File: src/rtl/stack_seq_pkg.sv
package stack_seq_pkg;

  typedef enum logic [1:0] {
    ST_IDLE = 2'd0,
    ST_XFER = 2'd1,
    ST_DONE = 2'd2
  } seq_state_t;

  typedef struct packed {
    logic load;     // capture request and stack pointer
    logic advance;  // retire the current beat
  } seq_strobes_t;

endpackage

File: src/rtl/stack_seq_dp.sv
module stack_seq_dp
  import stack_seq_pkg::*;
#(
  parameter int LIST_W     = 8,
  parameter int ADDR_W     = 32,
  parameter int DATA_W     = 32,
  parameter int IDX_W      = 4,
  parameter int LINK_IDX   = 14,
  parameter int PC_IDX     = 15,
  parameter int WORD_BYTES = 4
) (
  input  logic              clk,
  input  logic              rstN,
  input  seq_strobes_t      strb,
  input  logic              startPop,
  input  logic [LIST_W-1:0] regMask,
  input  logic              extraReg,
  input  logic [ADDR_W-1:0] spIn,
  input  logic [DATA_W-1:0] memRdata,
  output logic [ADDR_W-1:0] memAddr,
  output logic [IDX_W-1:0]  curIdx,
  output logic              opPop,
  output logic              reqEmpty,
  output logic              opEmpty,
  output logic              lastBeat,
  output logic [ADDR_W-1:0] spNext,
  output logic              pcMisalignedRaw
);

  localparam int SEL_W      = LIST_W + 1;
  localparam int CNT_W      = $clog2(SEL_W + 1);
  localparam int WORD_SHIFT = $clog2(WORD_BYTES);

  logic [SEL_W-1:0]  reqSel;
  logic [CNT_W-1:0]  reqCnt;
  logic [ADDR_W-1:0] reqSpan;
  logic [SEL_W-1:0]  selQ;
  logic [ADDR_W-1:0] addrQ;
  logic [ADDR_W-1:0] spQ;
  logic [CNT_W-1:0]  cntQ;
  logic              popQ;
  logic [ADDR_W-1:0] opSpan;

  assign reqSel   = {extraReg, regMask};
  assign reqCnt   = CNT_W'($countones(reqSel));
  assign reqSpan  = ADDR_W'(reqCnt) << WORD_SHIFT;
  assign reqEmpty = (reqSel == '0);

  always_ff @(posedge clk) begin
    if (!rstN) begin
      selQ  <= '0;
      addrQ <= '0;
      spQ   <= '0;
      cntQ  <= '0;
      popQ  <= 1'b0;
    end else if (strb.load) begin
      selQ  <= reqSel;
      spQ   <= spIn;
      cntQ  <= reqCnt;
      popQ  <= startPop;
      addrQ <= startPop ? spIn : (spIn - reqSpan);
    end else if (strb.advance) begin
      selQ  <= selQ & (selQ - SEL_W'(1));
      addrQ <= addrQ + ADDR_W'(WORD_BYTES);
    end
  end

  // lowest set bit of the remaining selection picks the register
  always_comb begin
    curIdx = '0;
    for (int i = SEL_W - 1; i >= 0; i--) begin
      if (selQ[i]) begin
        if (i == LIST_W) curIdx = popQ ? IDX_W'(PC_IDX) : IDX_W'(LINK_IDX);
        else             curIdx = IDX_W'(i);
      end
    end
  end

  assign lastBeat = ((selQ & (selQ - SEL_W'(1))) == '0);
  assign opEmpty  = (cntQ == '0);
  assign opPop    = popQ;
  assign memAddr  = addrQ;
  assign opSpan   = ADDR_W'(cntQ) << WORD_SHIFT;
  assign spNext   = popQ ? (spQ + opSpan) : (spQ - opSpan);
  assign pcMisalignedRaw = popQ && (curIdx == IDX_W'(PC_IDX)) && (memRdata[1:0] == 2'b10);

  AST_ADDR_STEP: assert property (@(posedge clk) disable iff (!rstN)
    strb.advance |=> (addrQ == $past(addrQ) + ADDR_W'(WORD_BYTES)));

endmodule

File: src/rtl/stack_seq_ctrl.sv
module stack_seq_ctrl
  import stack_seq_pkg::*;
(
  input  logic         clk,
  input  logic         rstN,
  input  logic         start,
  input  logic         reqEmpty,
  input  logic         opEmpty,
  input  logic         lastBeat,
  input  logic         opPop,
  input  logic         memReady,
  input  logic         memErr,
  output seq_strobes_t strb,
  output logic         busy,
  output logic         done,
  output logic         abortOut,
  output logic         spWe,
  output logic         memReq,
  output logic         rfWe
);

  seq_state_t state, nxt;
  logic abortQ;

  always_comb begin
    nxt    = state;
    strb   = '0;
    memReq = 1'b0;
    rfWe   = 1'b0;
    case (state)
      ST_IDLE: begin
        if (start) begin
          strb.load = 1'b1;
          nxt = reqEmpty ? ST_DONE : ST_XFER;
        end
      end
      ST_XFER: begin
        memReq = 1'b1;
        if (memReady) begin
          if (memErr) begin
            nxt = ST_IDLE;
          end else begin
            strb.advance = 1'b1;
            rfWe = opPop;
            if (lastBeat) nxt = ST_DONE;
          end
        end
      end
      ST_DONE: nxt = ST_IDLE;
      default: nxt = ST_IDLE;
    endcase
  end

  always_ff @(posedge clk) begin
    if (!rstN) begin
      state  <= ST_IDLE;
      abortQ <= 1'b0;
    end else begin
      state  <= nxt;
      abortQ <= (state == ST_XFER) && memReady && memErr;
    end
  end

  assign busy     = (state != ST_IDLE);
  assign done     = (state == ST_DONE);
  assign spWe     = (state == ST_DONE) && !opEmpty;
  assign abortOut = abortQ;

  AST_REQ_HELD: assert property (@(posedge clk) disable iff (!rstN)
    (memReq && !memReady) |=> memReq);
  AST_ABORT_CLEAN: assert property (@(posedge clk) disable iff (!rstN)
    (memReq && memReady && memErr) |=> (abortOut && !busy && !spWe && !done));
  AST_DONE_ENDS_BUSY: assert property (@(posedge clk) disable iff (!rstN)
    done |=> (!busy && !done));
  AST_START_TAKES: assert property (@(posedge clk) disable iff (!rstN)
    (start && !busy) |=> busy);

endmodule

File: src/rtl/stack_burst_seq.sv
module stack_burst_seq
  import stack_seq_pkg::*;
#(
  parameter int LIST_W     = 8,
  parameter int ADDR_W     = 32,
  parameter int DATA_W     = 32,
  parameter int IDX_W      = 4,
  parameter int LINK_IDX   = 14,
  parameter int PC_IDX     = 15,
  parameter int WORD_BYTES = 4
) (
  input  logic              clk,
  input  logic              rstN,
  input  logic              start,
  input  logic              startPop,
  input  logic [LIST_W-1:0] regMask,
  input  logic              extraReg,
  input  logic [ADDR_W-1:0] spIn,
  output logic              busy,
  output logic              done,
  output logic              abortOut,
  output logic              spWe,
  output logic [ADDR_W-1:0] spOut,
  output logic              memReq,
  output logic              memWe,
  output logic [ADDR_W-1:0] memAddr,
  output logic [DATA_W-1:0] memWdata,
  input  logic              memReady,
  input  logic              memErr,
  input  logic [DATA_W-1:0] memRdata,
  output logic [IDX_W-1:0]  rfRdIdx,
  input  logic [DATA_W-1:0] rfRdData,
  output logic              rfWe,
  output logic [IDX_W-1:0]  rfWrIdx,
  output logic [DATA_W-1:0] rfWrData,
  output logic              badTarget
);

  seq_strobes_t     strb;
  logic             reqEmpty, opEmpty, lastBeat, opPop, pcMisalignedRaw;
  logic [IDX_W-1:0] curIdx;

  stack_seq_ctrl u_ctrl (
    .clk(clk), .rstN(rstN), .start(start),
    .reqEmpty(reqEmpty), .opEmpty(opEmpty), .lastBeat(lastBeat), .opPop(opPop),
    .memReady(memReady), .memErr(memErr),
    .strb(strb), .busy(busy), .done(done), .abortOut(abortOut),
    .spWe(spWe), .memReq(memReq), .rfWe(rfWe)
  );

  stack_seq_dp #(
    .LIST_W(LIST_W), .ADDR_W(ADDR_W), .DATA_W(DATA_W), .IDX_W(IDX_W),
    .LINK_IDX(LINK_IDX), .PC_IDX(PC_IDX), .WORD_BYTES(WORD_BYTES)
  ) u_dp (
    .clk(clk), .rstN(rstN), .strb(strb),
    .startPop(startPop), .regMask(regMask), .extraReg(extraReg), .spIn(spIn),
    .memRdata(memRdata), .memAddr(memAddr), .curIdx(curIdx), .opPop(opPop),
    .reqEmpty(reqEmpty), .opEmpty(opEmpty), .lastBeat(lastBeat),
    .spNext(spOut), .pcMisalignedRaw(pcMisalignedRaw)
  );

  assign memWe     = memReq && !opPop;
  assign memWdata  = rfRdData;
  assign rfRdIdx   = curIdx;
  assign rfWrIdx   = curIdx;
  assign rfWrData  = memRdata;
  assign badTarget = rfWe && pcMisalignedRaw;

  AST_ADDR_STABLE: assert property (@(posedge clk) disable iff (!rstN)
    (memReq && !memReady) |=> ($stable(memAddr) && $stable(memWe)));
  AST_ADDR_ALIGNED: assert property (@(posedge clk) disable iff (!rstN)
    memReq |-> (memAddr[1:0] == 2'b00));
  AST_RF_WRITE_POP_ONLY: assert property (@(posedge clk) disable iff (!rstN)
    rfWe |-> (memReq && !memWe && memReady));
  AST_BAD_TARGET_PC: assert property (@(posedge clk) disable iff (!rstN)
    badTarget |-> (rfWe && rfWrIdx == IDX_W'(PC_IDX) && rfWrData[1:0] == 2'b10));

endmodule

File: config.mk
export PLATFORM = sky130hd
export DESIGN_NAME = stack_burst_seq
export DESIGN_NICKNAME = d
export VERILOG_FILES = /design/src/rtl/stack_seq_pkg.sv /design/src/rtl/stack_seq_dp.sv /design/src/rtl/stack_seq_ctrl.sv /design/src/rtl/stack_burst_seq.sv
export SDC_FILE = /design/constraint.sdc
export NUM_CORES = 1
export LEC_CHECK = 0
export ABC_AREA = 0
export ABC_CLOCK_PERIOD_IN_PS = 10540
export BUFFER_PORTS_ARGS = -buffer_cell sky130_fd_sc_hd__buf_4
export CAP_MARGIN = 10
export CORE_MARGIN = 1.5
export CORE_UTILIZATION = 55
export DETAILED_ROUTE_END_ITERATION = 10
export PLACE_DENSITY = 0.88
export SYNTH_ARGS = -nofsm -noshare
export SYNTH_HDL_FRONTEND = slang
export SYNTH_HIERARCHICAL = 1
export SYNTH_SLANG_ARGS = --single-unit
File: constraint.sdc
create_clock -name clk -period 10.54 [get_ports clk]
set_input_delay 1.054 -clock clk [delete_from_list [all_inputs] [get_ports clk]]
set_output_delay 1.054 -clock clk [all_outputs]
set_load 0.05 [all_outputs]
; Word level (Yosys, flattened, before mapping)
; Cells that the tools add are included.
[classes]
shift = 0
n_mux = 31
reduce_logical = 16
bitwise_logic = 1
add_sub_neg = 13
div_mod_pow = 0
multipliers = 0
n_eq_ne = 7
magnitude_cmp = 0
[op_table]
columns = cell, n
row1 = 32-bit two-way mux, 4
row2 = 32-bit by 6-bit subtractor with 32-bit output, 2
row3 = 4-bit two-way mux, 9
row4 = "32-bit by 3-bit adder with 32-bit output, second input constant", 1
row5 = 32-bit by 6-bit adder with 32-bit output, 1
row6 = 9-bit logical NOT, 2
row7 = 9-bit two-way mux, 2
row8 = 4-bit adder, 3
row9 = 1-bit two-way mux, 10
row10 = 2-bit two-way mux, 5
row11 = 9-bit bitwise AND, 1
row12 = "9-bit by 1-bit subtractor with 9-bit output, second input constant", 1
row13 = 1-bit by 1-bit adder with 2-bit output, 4
row14 = 1-bit logical AND, 7
row15 = 4-bit by 1-bit adder with 4-bit output, 1
row16 = "2-bit equality test, second input constant", 2
row17 = "4-bit equality test, second input constant", 1
row18 = 4-bit logical NOT, 1
row19 = "2-bit != test, second input constant", 2
row20 = 2-bit case mux with 2 select lines, 1
row21 = 2-bit nonzero test, 2
row22 = "3-bit != test, second input constant", 1
row23 = 3-bit AND reduction, 1
row24 = "2-bit by 1-bit equality test with 1-bit output, second input constant", 1
row25 = 2 further kinds, 3
[totals]
n_memories = 0
mem_bits_ro = 0
output_inout_bits = 144
ram_bits = 0
input_bits = 111
wordCells = 75
reg_bits = 81
latchBits = 0

; Logic depth before layout (Yosys ltp)
[logic_depth]
word_depth = 14
ltp_mapped = 17

; Hierarchy
; Netlist, hierarchy kept.
[modules_own_cells]
columns = mod, area_per_inst_um2, instances, cells_each, seq_area_each_um2
row1 = stack_seq_dp, 6239.7, 1, 807, 1561.5
row2 = stack_burst_seq, 530.5, 1, 70, 0.0
row3 = stack_seq_ctrl, 176.4, 1, 20, 60.1

; Worst setup path before layout
; OpenSTA, ideal clock, no wires.
[synth_timing]
path_kind = input to register
startpoint = input port regMask[0]
endpoint = register u_dp.addrQ[30], in the netlist u_dp/memAddr[30]
path_slack_ns = 5.410
setup_ns = 0.123
path_stages = 14
path_buffers = 1
arrival_ns = 5.006
path_cell_list = inv_1 fa_1 fa_1 fa_1 fa_1 fa_1 fa_1 a21o_1 and2_1 clkbuf_1 nor4_4 nand3_1 xor2_1 o22ai_1
[synth_via]
elab_chain_len = 7
[synth_lines]
columns = element, line
row1 = "start, declared", stack_burst_seq.sv:16  ; input logic [LIST_W-1:0] regMask,
row2 = 1-bit by 1-bit adder with 2-bit output (not written as such), stack_seq_dp.sv:45  ; assign reqCnt = CNT_W'($countones(reqSel));
row3 = 4-bit adder (not written as such) (2 in series), stack_seq_dp.sv:45
row4 = 4-bit by 1-bit adder with 4-bit output (not written as such), stack_seq_dp.sv:45
row5 = 32-bit by 6-bit subtractor with 32-bit output, stack_seq_dp.sv:61  ; addrQ <= startPop ? spIn : (spIn - reqSpan);
row6 = 32-bit two-way mux, stack_seq_dp.sv:61
row7 = 32-bit two-way mux, stack_seq_dp.sv:56  ; end else if (strb.load) begin
row8 = "end signal, assigned", stack_seq_dp.sv:61
row9 = "end signal, assigned", stack_seq_dp.sv:64  ; addrQ <= addrQ + ADDR_W'(WORD_BYTES);
row10 = "end, declared", stack_seq_dp.sv:38  ; logic [ADDR_W-1:0] addrQ;
; No other way between the ends.
; A chain may end at the register's enable or synchronous reset.

; Worst setup path in the final report
[layout_timing]
startpoint = input port regMask[0]
endpoint = register u_dp.addrQ[17], in the netlist u_dp/memAddr[17]
; Same word-level chain as after synthesis.

==> qor.yml <==
run_status:
  status: "completed"
clock_network:
  clock_latency_ns: 0.34
  clockBufferDepth: 2
  post_cts_resize_count: 0
  clk_pin_slew_worst_paths_ns: 0.06
  clockRootBuffer: "clkbuf_16"
  holdBufCountCts: 0
  htreeDepth: 3
  cts_made_buffers: 9
  cts_sinks: 81
  post_cts_buffers: 0
  cts_tree: "done"
critical_path:
  cp.arrival_ns: 5.60
  worst-setup-path-type: "in2reg"
  path_common_cell: "fa_1"
  start_kind: "input port"
  cp_slowest_cell: "fa_1"
  worst_setup_path_end_kind: "flip-flop"
  cp_num_buf_inv: 2
  crit_family: "adder cells"
  max_stage_delay_ns: 0.56
  crit_chain: "buf_4, inv_1, fa_1, fa_1, fa_1, fa_1, nor2b_1, o21ai_0, ha_1, or2_2, or4_4, nor2_1, nand3_1, xor2_1, a211oi_1"
  critPathRequiredTime_ns: 10.79
  crit_fanout: 11
cells_and_area:
  fin_area_mm2: 0.00778
  syn2layout_area_growth_pct: 12.0
  final_util_pct: 64.0
  antenna_cells: 0
  fill_cells: 1045
  finalNetCount: 1090
  drive_above_1_share_pct: 17.2
synth:
  async_reset_ff_share_pct: 0
  ys_ff_latch: 81
  synthCells: 897
  ys.warnings.count: 6
  netlist_area_mm2: 0.00695
  synth_fp_nets: 1054
  synth_edf_count: 0
  synth_cell_type_count: 62
  syn_area_per_cell_um2: 7.74
  ys_seq_area_share_pct: 23.3
  synth_ff_type: "dfxtp_1"
floorplan:
  io_pins: 255
  dieHeight_um: 115
  die_area_mm2: 0.0133
  core_mm2: 0.0122
  die_w_um: 115
  rows: 40
  start_util_pct: 57.1
sta:
  hold_ws_ns: 0.470
  fin_ws_ns: 5.19
  max_slew.worst_pin.slew_ns: 0.969
  finalHoldViolations: 0
  fin_crit_sh_pct: 50.8
  grt_setup_unrepaired: "false"
  maxClockFrequency_mhz: 187
  setup_tns_ns: 0
  clock_skew_ns: 0.00479
  slew_violations: 0
  timing.final.crit_period_ns: 5.35
  maxSlewHeadroom_pct: 35.4
  setup_viol_count_final: 0
place:
  place_hpwl_um: 13300
  globalplace.congestion: 0.910
  place_ws_ns: 4.95
  portBuffers: 130
  placed_cell_area_mm2: 0.00749
routing:
  vias: 6461
  viasPerCell: 5.84
  drtIter0Drc: 419
  drt_pass1_iterations: 5
  routed_wl_um: 17600
  post_drt_wl_per_cell_um: 15.9
  drcViolationCount: 0
  postRouteAntennaNets: 0
global_routing:
  grt_pass1_vias: 6092
  grt_antenna_before_repair: 0
  grt_start_max_net_pins: 86
  grt_pass1_wl_um: 28600
  grtUsageTotal_pct: 26.8
  grt_overflow: 0
power:
  vdd_ir_drop_max_uv: 160
  leakagePower_nw: 3.30
  power_density_mw_per_mm2: 200
hold_path:
  holdCritPathClass: "reg2reg"
flow_run:
  maxCapViolations: 0
state kept, by name, indices dropped and copies added, names as in the netlist:
signal	count
u_ctrl/abortOut	1
u_dp/selQ	9
u_dp/spQ	32
u_dp/memAddr	32
u_dp/cntQ	4
u_dp/opPop	1
u_ctrl/state	2
cell type report:
type | instances | area [µm²] | share of cell area (%)
Multi-Input combinational cell | 671 | 4510 | 58.0
Sequential cell | 81 | 1620 | 20.8
Inverter | 36 | 135 | 1.74
Tap cell | 168 | 210 | 2.70
Timing Repair Buffer | 134 | 1010 | 12.9
Clock inverter | 3 | 40.0 | 0.515
Clock buffer | 13 | 250 | 3.22
worst min-delay path, cell delays in order (launching register included):
cell and delay [ns]:
dfxtp_1 0.31, nand2_1 0.06, a21oi_1 0.06
worst paths after layout:
kind	start	to	slack (ns)	depth (start not counted)
setup / recovery	regMask[0]	u_dp/memAddr[17]$_SDFFE_PN0N_	5.19	15
hold / removal	u_dp/spQ[0]$_SDFFE_PN0P_	u_dp/spQ[0]$_SDFFE_PN0P_	0.47	2
setup reg to reg	u_ctrl/state[0]$_SDFFE_PN0P_	u_dp/memAddr[28]$_SDFFE_PN0N_	7.69	7
hold reg to reg	u_dp/spQ[0]$_SDFFE_PN0P_	u_dp/spQ[0]$_SDFFE_PN0P_	0.47	2
cell families after synthesis:
kind of cell,Yosys count,synth area share (%)
AOI/OAI and AO/OA,193,17.2
adders and majority gates,47,9.19
buffers and inverters,145,11.8
DFF,81,23.3
muxes,37,5.37
xor gates and xnor gates,83,10.5
and+or+nand+nor,311,22.7
cell usage in the layout (no fill, tap or decap), types with 5 or more instances in the layout:
cell / netlist / routed
buf_4: 71 / 134
o211ai_1: 6 / 6
nor3b_1: 5 / 5
xnor2_1: 51 / 51
o21a_1: 10 / 10
xor2_1: 32 / 32
dfxtp_1: 81 / 81
a21oi_1: 68 / 68
nor2b_1: 7 / 7
a211oi_1: 21 / 21
fa_1: 7 / 7
nor3_1: 19 / 19
nor2_1: 107 / 106
o21ai_0: 40 / 40
nand3_1: 28 / 28
a21o_1: 9 / 9
ha_1: 39 / 39
and3_1: 8 / 8
and2_1: 9 / 9
nand4_1: 20 / 20
nand2b_1: 8 / 8
clkbuf_16: 0 / 9
o22ai_1: 6 / 6
nand2_1: 58 / 58
mux2i_1: 35 / 35
nor4_1: 9 / 9
a21boi_0: 5 / 5
inv_1: 35 / 35
per-stage QoR:
stage | cells | total power [mW]
finish | 1106 | 1.55
global route | 1106 | 1.64
CTS | 1106 | 1.55
detailed placement | 1090 | 1.24
global placement | 1090 | 1.23
floorplan | 897 | 1.08
per-layer routing:
| metal | wire (µm) | share of wire (%) | track usage [%] | up-vias |
|---|---|---|---|---|
| met2 | 8050 | 46 | 43.3 | 277 |
| met3 | 1340 | 7.6 | 4.96 | 46 |
| li1 | - | - | - | 3162 |
| met5 | 0 | 0 | 0 | - |
| met1 | 7740 | 44 | 34.8 | 2976 |
| met4 | 507 | 2.9 | 11.9 | 0 |
cell usage after synthesis (4+ instances only):
cell type / n / area [µm²]
buf_4: 71 / 533
ha_1: 39 / 488
a31oi_1: 4 / 25.0
o211ai_1: 6 / 45.0
xor2_1: 32 / 280
nor3b_1: 5 / 37.5
nand3b_1: 4 / 30.0
o21a_1: 10 / 75.1
fa_1: 7 / 140
a21boi_0: 5 / 37.5
inv_1: 35 / 131
nand2_1: 58 / 218
a211oi_1: 21 / 158
nor2_1: 107 / 402
or2_2: 4 / 25.0
buf_1: 5 / 18.8
nand3_1: 28 / 140
nor2b_1: 7 / 43.8
clkbuf_1: 32 / 120
or3_1: 4 / 25.0
mux2i_1: 35 / 350
nor3_1: 19 / 95.1
xnor2_1: 51 / 447
nor4_1: 9 / 56.3
and3_1: 8 / 50.1
and2_1: 9 / 56.3
nand4_1: 20 / 125
o21bai_1: 4 / 30.0
a21oi_1: 68 / 340
and4_1: 4 / 35.0
o22ai_1: 6 / 37.5
nand2b_1: 8 / 50.1
dfxtp_1: 81 / 1620
o21ai_0: 40 / 200
a21o_1: 9 / 67.6
power by group:
group / leakage [nW] / internal (mW) / switching, mW / total [mW]
clock: 0.144 / 0.189 / 0.121 / 0.310
sequential: 0.668 / 0.332 / 0.0267 / 0.358
combinational: 2.49 / 0.294 / 0.589 / 0.883
Power figures use the tool's default switching activity.
